### src/rtl/lvl_irq_pkg.sv
// Package: shared register address map and bus width constants for the
// level interrupt combiner. Assumes a four-word register space.
package lvl_irq_pkg;

    localparam int REG_ADDR_W = 2;

    // Register selector; the numeric codes are the bus addresses.
    typedef enum logic [REG_ADDR_W-1:0] {
        SEL_ENABLE = 2'd0,
        SEL_INVERT = 2'd1,
        SEL_STATUS = 2'd2,
        SEL_SPARE  = 2'd3
    } reg_sel_e;

endpackage

### src/rtl/lvl_irq_sync.sv
// Module: per-line multi-flop synchronizer.
// Brings each asynchronous input line into the clk domain through a chain of
// STAGES flops. Assumes lines are held far longer than STAGES clock periods;
// shorter pulses may be lost. All flops clear on synchronous reset.
module lvl_irq_sync #(
    parameter int WIDTH  = 4,
    parameter int STAGES = 2
) (
    input  logic             clk,
    input  logic             rst_n,
    input  logic [WIDTH-1:0] async_in,
    output logic [WIDTH-1:0] sync_out
);

    localparam int LAST = STAGES - 1;

    generate
        genvar b;
        for (b = 0; b < WIDTH; b++) begin : g_line
            logic [STAGES-1:0] chain_q;

            // Shift the raw line into the flop chain one stage per clock.
            always_ff @(posedge clk) begin
                if (!rst_n) begin
                    chain_q <= '0;
                end else if (STAGES == 1) begin
                    chain_q[0] <= async_in[b];
                end else begin
                    chain_q <= {chain_q[STAGES-2:0], async_in[b]};
                end
            end

            assign sync_out[b] = chain_q[LAST];
        end
    endgenerate

endmodule

### src/rtl/lvl_irq_regs.sv
// Module: register file for the combiner.
// Holds the enable and inversion words and serves the read mux. The status
// word is supplied by the combine stage and is read-only here. Assumes
// NUM_SRC <= DATA_W; unused data bits read as zero and are ignored on write.
module lvl_irq_regs
    import lvl_irq_pkg::*;
#(
    parameter int NUM_SRC = 4,
    parameter int DATA_W  = 8
) (
    input  logic                  clk,
    input  logic                  rst_n,
    input  logic                  wr_en,
    input  logic [REG_ADDR_W-1:0] addr,
    input  logic [DATA_W-1:0]     wdata,
    input  logic [NUM_SRC-1:0]    status_lvl,
    output logic [NUM_SRC-1:0]    enable_q,
    output logic [NUM_SRC-1:0]    invert_q,
    output logic [DATA_W-1:0]     rdata
);

    localparam int PAD_W = DATA_W - NUM_SRC;

    reg_sel_e             sel;
    logic                 hit_enable;
    logic                 hit_invert;
    logic [NUM_SRC-1:0]   wr_field;

    // Decode the address into a register selector and write hits.
    always_comb begin
        sel        = reg_sel_e'(addr);
        hit_enable = wr_en && (sel == SEL_ENABLE);
        hit_invert = wr_en && (sel == SEL_INVERT);
        wr_field   = wdata[NUM_SRC-1:0];
    end

    generate
        if (PAD_W > 0) begin : g_pad
            logic unused_wdata_hi;
            assign unused_wdata_hi = ^wdata[DATA_W-1:NUM_SRC];
        end
    endgenerate

    // Enable word: cleared by reset, loaded by a write to its address.
    always_ff @(posedge clk) begin
        if (!rst_n) begin
            enable_q <= '0;
        end else if (hit_enable) begin
            enable_q <= wr_field;
        end
    end

    // Inversion word: reset to non-inverted, loaded by a write to its address.
    always_ff @(posedge clk) begin
        if (!rst_n) begin
            invert_q <= '0;
        end else if (hit_invert) begin
            invert_q <= wr_field;
        end
    end

    // Read mux: zero-extend the selected word; the spare address reads zero.
    always_comb begin
        rdata = '0;
        unique case (sel)
            SEL_ENABLE: rdata[NUM_SRC-1:0] = enable_q;
            SEL_INVERT: rdata[NUM_SRC-1:0] = invert_q;
            SEL_STATUS: rdata[NUM_SRC-1:0] = status_lvl;
            SEL_SPARE:  rdata = '0;
            default:    rdata = '0;
        endcase
    end

endmodule

### src/rtl/lvl_irq_combine.sv
// Module: polarity and enable logic for each line, plus the OR tree.
// Purely combinational: each synchronized line is XORed with its inversion
// bit, gated by its enable bit, and the gated terms are ORed into one
// request. Assumes inputs are already in the clk domain.
module lvl_irq_combine #(
    parameter int NUM_SRC = 4
) (
    input  logic [NUM_SRC-1:0] sync_lvl,
    input  logic [NUM_SRC-1:0] invert,
    input  logic [NUM_SRC-1:0] enable,
    output logic [NUM_SRC-1:0] post_lvl,
    output logic               req
);

    logic [NUM_SRC-1:0] gated;

    generate
        genvar s;
        for (s = 0; s < NUM_SRC; s++) begin : g_src
            // Apply the line's polarity, then its enable gate.
            always_comb begin
                post_lvl[s] = sync_lvl[s] ^ invert[s];
                gated[s]    = post_lvl[s] & enable[s];
            end
        end
    endgenerate

    // Any enabled, active line raises the request.
    always_comb begin
        req = |gated;
    end

endmodule

### src/rtl/lvl_irq_unit.sv
// Module: top of the polarity-programmable level interrupt combiner.
// Synchronizes NUM_SRC external lines, applies per-line inversion and enable
// from a small register bus, and drives one active-high level request.
// Assumes the host holds each line active until serviced and re-arms a line
// by flipping its inversion bit.
module lvl_irq_unit
    import lvl_irq_pkg::*;
#(
    parameter int NUM_SRC     = 4,
    parameter int SYNC_STAGES = 2,
    parameter int DATA_W      = 8
) (
    input  logic                  clk,
    input  logic                  rst_n,
    input  logic [NUM_SRC-1:0]    src_in,
    input  logic                  reg_wr_en,
    input  logic [REG_ADDR_W-1:0] reg_addr,
    input  logic [DATA_W-1:0]     reg_wdata,
    output logic [DATA_W-1:0]     reg_rdata,
    output logic                  irq_req
);

    logic [NUM_SRC-1:0] sync_lvl;
    logic [NUM_SRC-1:0] src_level;
    logic [NUM_SRC-1:0] mask_q;
    logic [NUM_SRC-1:0] pol_q;

    lvl_irq_sync #(
        .WIDTH  (NUM_SRC),
        .STAGES (SYNC_STAGES)
    ) u_sync (
        .clk      (clk),
        .rst_n    (rst_n),
        .async_in (src_in),
        .sync_out (sync_lvl)
    );

    lvl_irq_regs #(
        .NUM_SRC (NUM_SRC),
        .DATA_W  (DATA_W)
    ) u_regs (
        .clk        (clk),
        .rst_n      (rst_n),
        .wr_en      (reg_wr_en),
        .addr       (reg_addr),
        .wdata      (reg_wdata),
        .status_lvl (src_level),
        .enable_q   (mask_q),
        .invert_q   (pol_q),
        .rdata      (reg_rdata)
    );

    lvl_irq_combine #(
        .NUM_SRC (NUM_SRC)
    ) u_comb (
        .sync_lvl (sync_lvl),
        .invert   (pol_q),
        .enable   (mask_q),
        .post_lvl (src_level),
        .req      (irq_req)
    );

endmodule

### config.mk
export PLATFORM = sky130hd
export DESIGN_NAME = lvl_irq_unit
export DESIGN_NICKNAME = d
export VERILOG_FILES = /design/src/rtl/lvl_irq_pkg.sv /design/src/rtl/lvl_irq_sync.sv /design/src/rtl/lvl_irq_regs.sv /design/src/rtl/lvl_irq_combine.sv /design/src/rtl/lvl_irq_unit.sv
export SDC_FILE = /design/constraint.sdc
export NUM_CORES = 1
export LEC_CHECK = 0
export BUFFER_PORTS_ARGS = -buffer_cell sky130_fd_sc_hd__buf_4
export CAP_MARGIN = 20
export CORE_MARGIN = 8
export CORE_UTILIZATION = 30
export DETAILED_ROUTE_END_ITERATION = 7
export PLACE_DENSITY = 0.61
export SYNTH_ARGS = -nofsm -noshare
export SYNTH_HDL_FRONTEND = slang
export SYNTH_SLANG_ARGS = --single-unit
### constraint.sdc
create_clock -name clk -period 1.9 [get_ports clk]
set_clock_uncertainty 0.15 [all_clocks]
set_input_delay 0.19 -clock clk [delete_from_list [all_inputs] [get_ports clk]]
set_output_delay 0.19 -clock clk [all_outputs]
set_load 0.01 [all_outputs]
==> results.txt <==
----------------------------------------------------
[Setup path]
  Capturing element of the worst setup path ... irq_req
  Crit path kind ... register to primary output
  Critical-path maximum fanout ... 4
  Path depth of the worst reg2reg path ... 2
  Reg-to-reg slack, setup ... 1090 ps
  Critical path capture point type ... primary output
  Startpoint type of the worst setup path ... register
  Worst R2R End ... u_regs.invert_q[1]
  RR Startpoint ... u_regs.invert_q[1]
  Launch point of the critical path ... u_regs.invert_q[1]
  Data required time at the worst endpoint ... 1560 ps
  Arrival @ worst endpoint ... 1260 ps

[Logic synthesis]
  Area of the mapped netlist ... 758 um2
  Largest cells by area after synthesis ... sky130_fd_sc_hd__dfxtp_1, sky130_fd_sc_hd__mux2i_1, sky130_fd_sc_hd__and2_1, sky130_fd_sc_hd__nor2b_1, sky130_fd_sc_hd__buf_4
  Synth Instances ... 76
  Sequential-to-total area share from yosys stat ... 42.2%
  Post-Syn Area per Cell ... 9.98 um2
  Yosys warning count ... 0
  Register bit count reported by yosys ... 16
  Largest area contributor in the netlist ... sky130_fd_sc_hd__dfxtp_1
  Count of unique library cells instantiated by Yosys ... 18
  Area share of the leading cell type in the synthesized netlist ... 42.2%

[Timing]
  Number of hold violations in the final report ... 0
  Upper clock frequency limit ... 626 MHz
  Setup violations, final ... 0
  Slew Limit Fails ... 0
  Setup repair after global routing missed its margin ... false
  Part of the cycle the worst path needs ... 84.1%
  Post-route minimum period ... 1600 ps
  Total Neg Setup Slack ... 0 ps

[Final layout]
  Most used cells in the layout excluding fill and tap cells ... sky130_fd_sc_hd__buf_4, sky130_fd_sc_hd__dfxtp_1, sky130_fd_sc_hd__and2_1, sky130_fd_sc_hd__mux2i_1, sky130_fd_sc_hd__nor2b_1
  Antenna cells ... 0
  Share of final-layout standard cells stronger than drive strength 1 ... 22.7%
  Total Nets Final ... 115
  Final standard cell count with taps included and fillers excluded ... 127
  Final standard cell area without fillers ... 958 um2
  Most frequent standard cell in the layout excluding fill and tap cells ... sky130_fd_sc_hd__buf_4
  Layout overhead on the synthesized area ... 26.4%

[Drt]
  Detailed Routing Iterations Pass 1 ... 3
  Number of DRC markers after the initial detailed-route iteration ... 7
  Post-DR vias/cell ... 4.46
  Number of vias in the routed layout ... 566
  DRT antenna net count ... 0
  Routed WL ... 1.51 mm
  DRC errors left ... 0
  Routed wire length per instance ... 11.9 um

[Clock network]
  Bufs on Longest Clock Path ... 2
  Clk pin slew, worst setup/hold paths ... 90 ps
  Number of clock buffers inserted by TritonCTS ... 3
  CTS root buffer ... sky130_fd_sc_hd__clkbuf_4
  Clk_lat worst skew ... 280 ps
  Post-CTS sizing ... 0
  Number of clock sinks ... 16
  H-tree levels ... 1
  CTS tree ... done

[Worst hold path]
  Worst min path class ... primary input to register
  Hold-critical path depth ... 3

[Placement]
  Post-Place Cells ... 119
  Count of port buffers added during placement ... 17
  Routability-driven placement congestion ratio ... 0.849
  Post-placement cell area ... 882 um2

[Die]
  Effective utilization at floorplan ... 31.2%
  Die height ... 66.3 um
  Width of the chip ... 66.3 um
  Cell row count ... 18
  Number of top-level pins ... 26
  Area of the core ... 0.00243 mm2
  Total Die Area ... 0.00439 mm2

[Status]
  Run status ... complete, no violations

[GRT]
  Global-route wire length before repair ... 2.63 mm
  Antenna violations before repair ... 0
  Maximum number of pins on one net before global-route repair ... 17
  Tot GR Track Use ... 7.83%
  Number of global-route vias before repair ... 577
  Overflow left after global routing ... 0

[Power]
  Max IR drop VDD ... 0.526 mV
  Total power ... 670 uW
  Total power divided by cell area ... 699 mW/mm2
  Standby leakage power ... 0.000437 uW

[Flow run]
  Max-capacitance violation count ... 0

----------------------------------------------------
what timing repair did:
item | in CTS | in global routing
hold buffers | 4 | 0
hold endpoints to repair | 4 | 0
setup buffers | 0 | 0
synth_stat cells:
| library cell | count |
|---|---|
| sky130_fd_sc_hd__dfxtp_1 | 16 |
| sky130_fd_sc_hd__and2_1 | 8 |
| sky130_fd_sc_hd__mux2i_1 | 8 |
| sky130_fd_sc_hd__nor2b_1 | 8 |
| sky130_fd_sc_hd__buf_4 | 5 |
| sky130_fd_sc_hd__nand2_1 | 5 |
| sky130_fd_sc_hd__a2bb2oi_1 | 4 |
| sky130_fd_sc_hd__o21ai_0 | 4 |
| sky130_fd_sc_hd__o2bb2ai_1 | 4 |
| sky130_fd_sc_hd__xor2_1 | 4 |
| sky130_fd_sc_hd__a22oi_1 | 2 |
| sky130_fd_sc_hd__nand2b_1 | 2 |
| sky130_fd_sc_hd__buf_6 | 1 |
| sky130_fd_sc_hd__clkbuf_1 | 1 |
| sky130_fd_sc_hd__conb_1 | 1 |
| sky130_fd_sc_hd__inv_1 | 1 |
| sky130_fd_sc_hd__nand3b_1 | 1 |
| sky130_fd_sc_hd__nor3b_4 | 1 |
worst min-delay path by stage:
stage | from | to | slack (ps)
detailed placement | src_in[3] | u_sync.g_line[3].chain_q[0] | 250
finish | reg_wdata[3] | u_regs.invert_q[3] | 20
global placement | src_in[3] | u_sync.g_line[3].chain_q[0] | 240
global route | reg_wdata[0] | u_regs.enable_q[0] | 7
CTS | reg_wdata[1] | u_regs.invert_q[1] | 10
floorplan | src_in[3] | u_sync.g_line[3].chain_q[0] | 160
per-layer routing:
metal | vias up | global-route usage (%) | part of all wire, %
met2 | 17 | 12.4 | 48
met1 | 253 | 8.59 | 42
met5 | - | 0 | 0
met3 | 2 | 4.07 | 9.0
met4 | 0 | 3.20 | 1.3
li1 | 294 | - | -
area by class of cell:
type / instances / area, um2
Fill cell: 255 / 1470
Multi-Input combinational cell: 55 / 393
Sequential cell: 16 / 320
Timing Repair Buffer: 21 / 168
Tap cell: 30 / 37.5
Clock buffer: 4 / 36.3
Inverter: 1 / 3.75
logic make-up after synthesis:
kind of cell / count (synthesis) / share of synthesized area [%]
and+or+nand+nor: 25 / 20.8
DFF: 16 / 42.2
AOI/OAI and AO/OA: 14 / 13.9
muxes: 8 / 10.6
buffers and inverters: 8 / 7.43
xor gates and xnor gates: 4 / 4.62
other: 1 / 0.495
power by group:
group          switching (uW)  leakage [uW]  internal (uW)
logic                    39.7      0.000285           52.3
registers                9.24      0.000131            349
clock network             104     0.0000210            117
total                     153      0.000437            518
per-stage QoR:
stage	utilization [%]	hold WS (ps)	setup WS, ps
5_1_grt	39.4	6.73	221
4_1_cts	39.4	13.1	278
3_5_place_dp	36.3	246	583
6_report	39.4	15.4	302
3_3_place_gp	36.3	243	578
2_1_floorplan	-	162	755
flip-flops by register name, indices dropped and copies added, names as in the netlist:
register,count
u_regs.invert_q,4
u_sync.g_line.chain_q,8
u_regs.enable_q,4
critical path, cell delays in order, from the launching register on:
cell and delay [ps]:
sky130_fd_sc_hd__dfxtp_1 360, sky130_fd_sc_hd__xor2_1 170, sky130_fd_sc_hd__a22oi_1 210, sky130_fd_sc_hd__nand2_1 80, sky130_fd_sc_hd__buf_4 150
No activity file was read; power rests on OpenSTA's default activity.
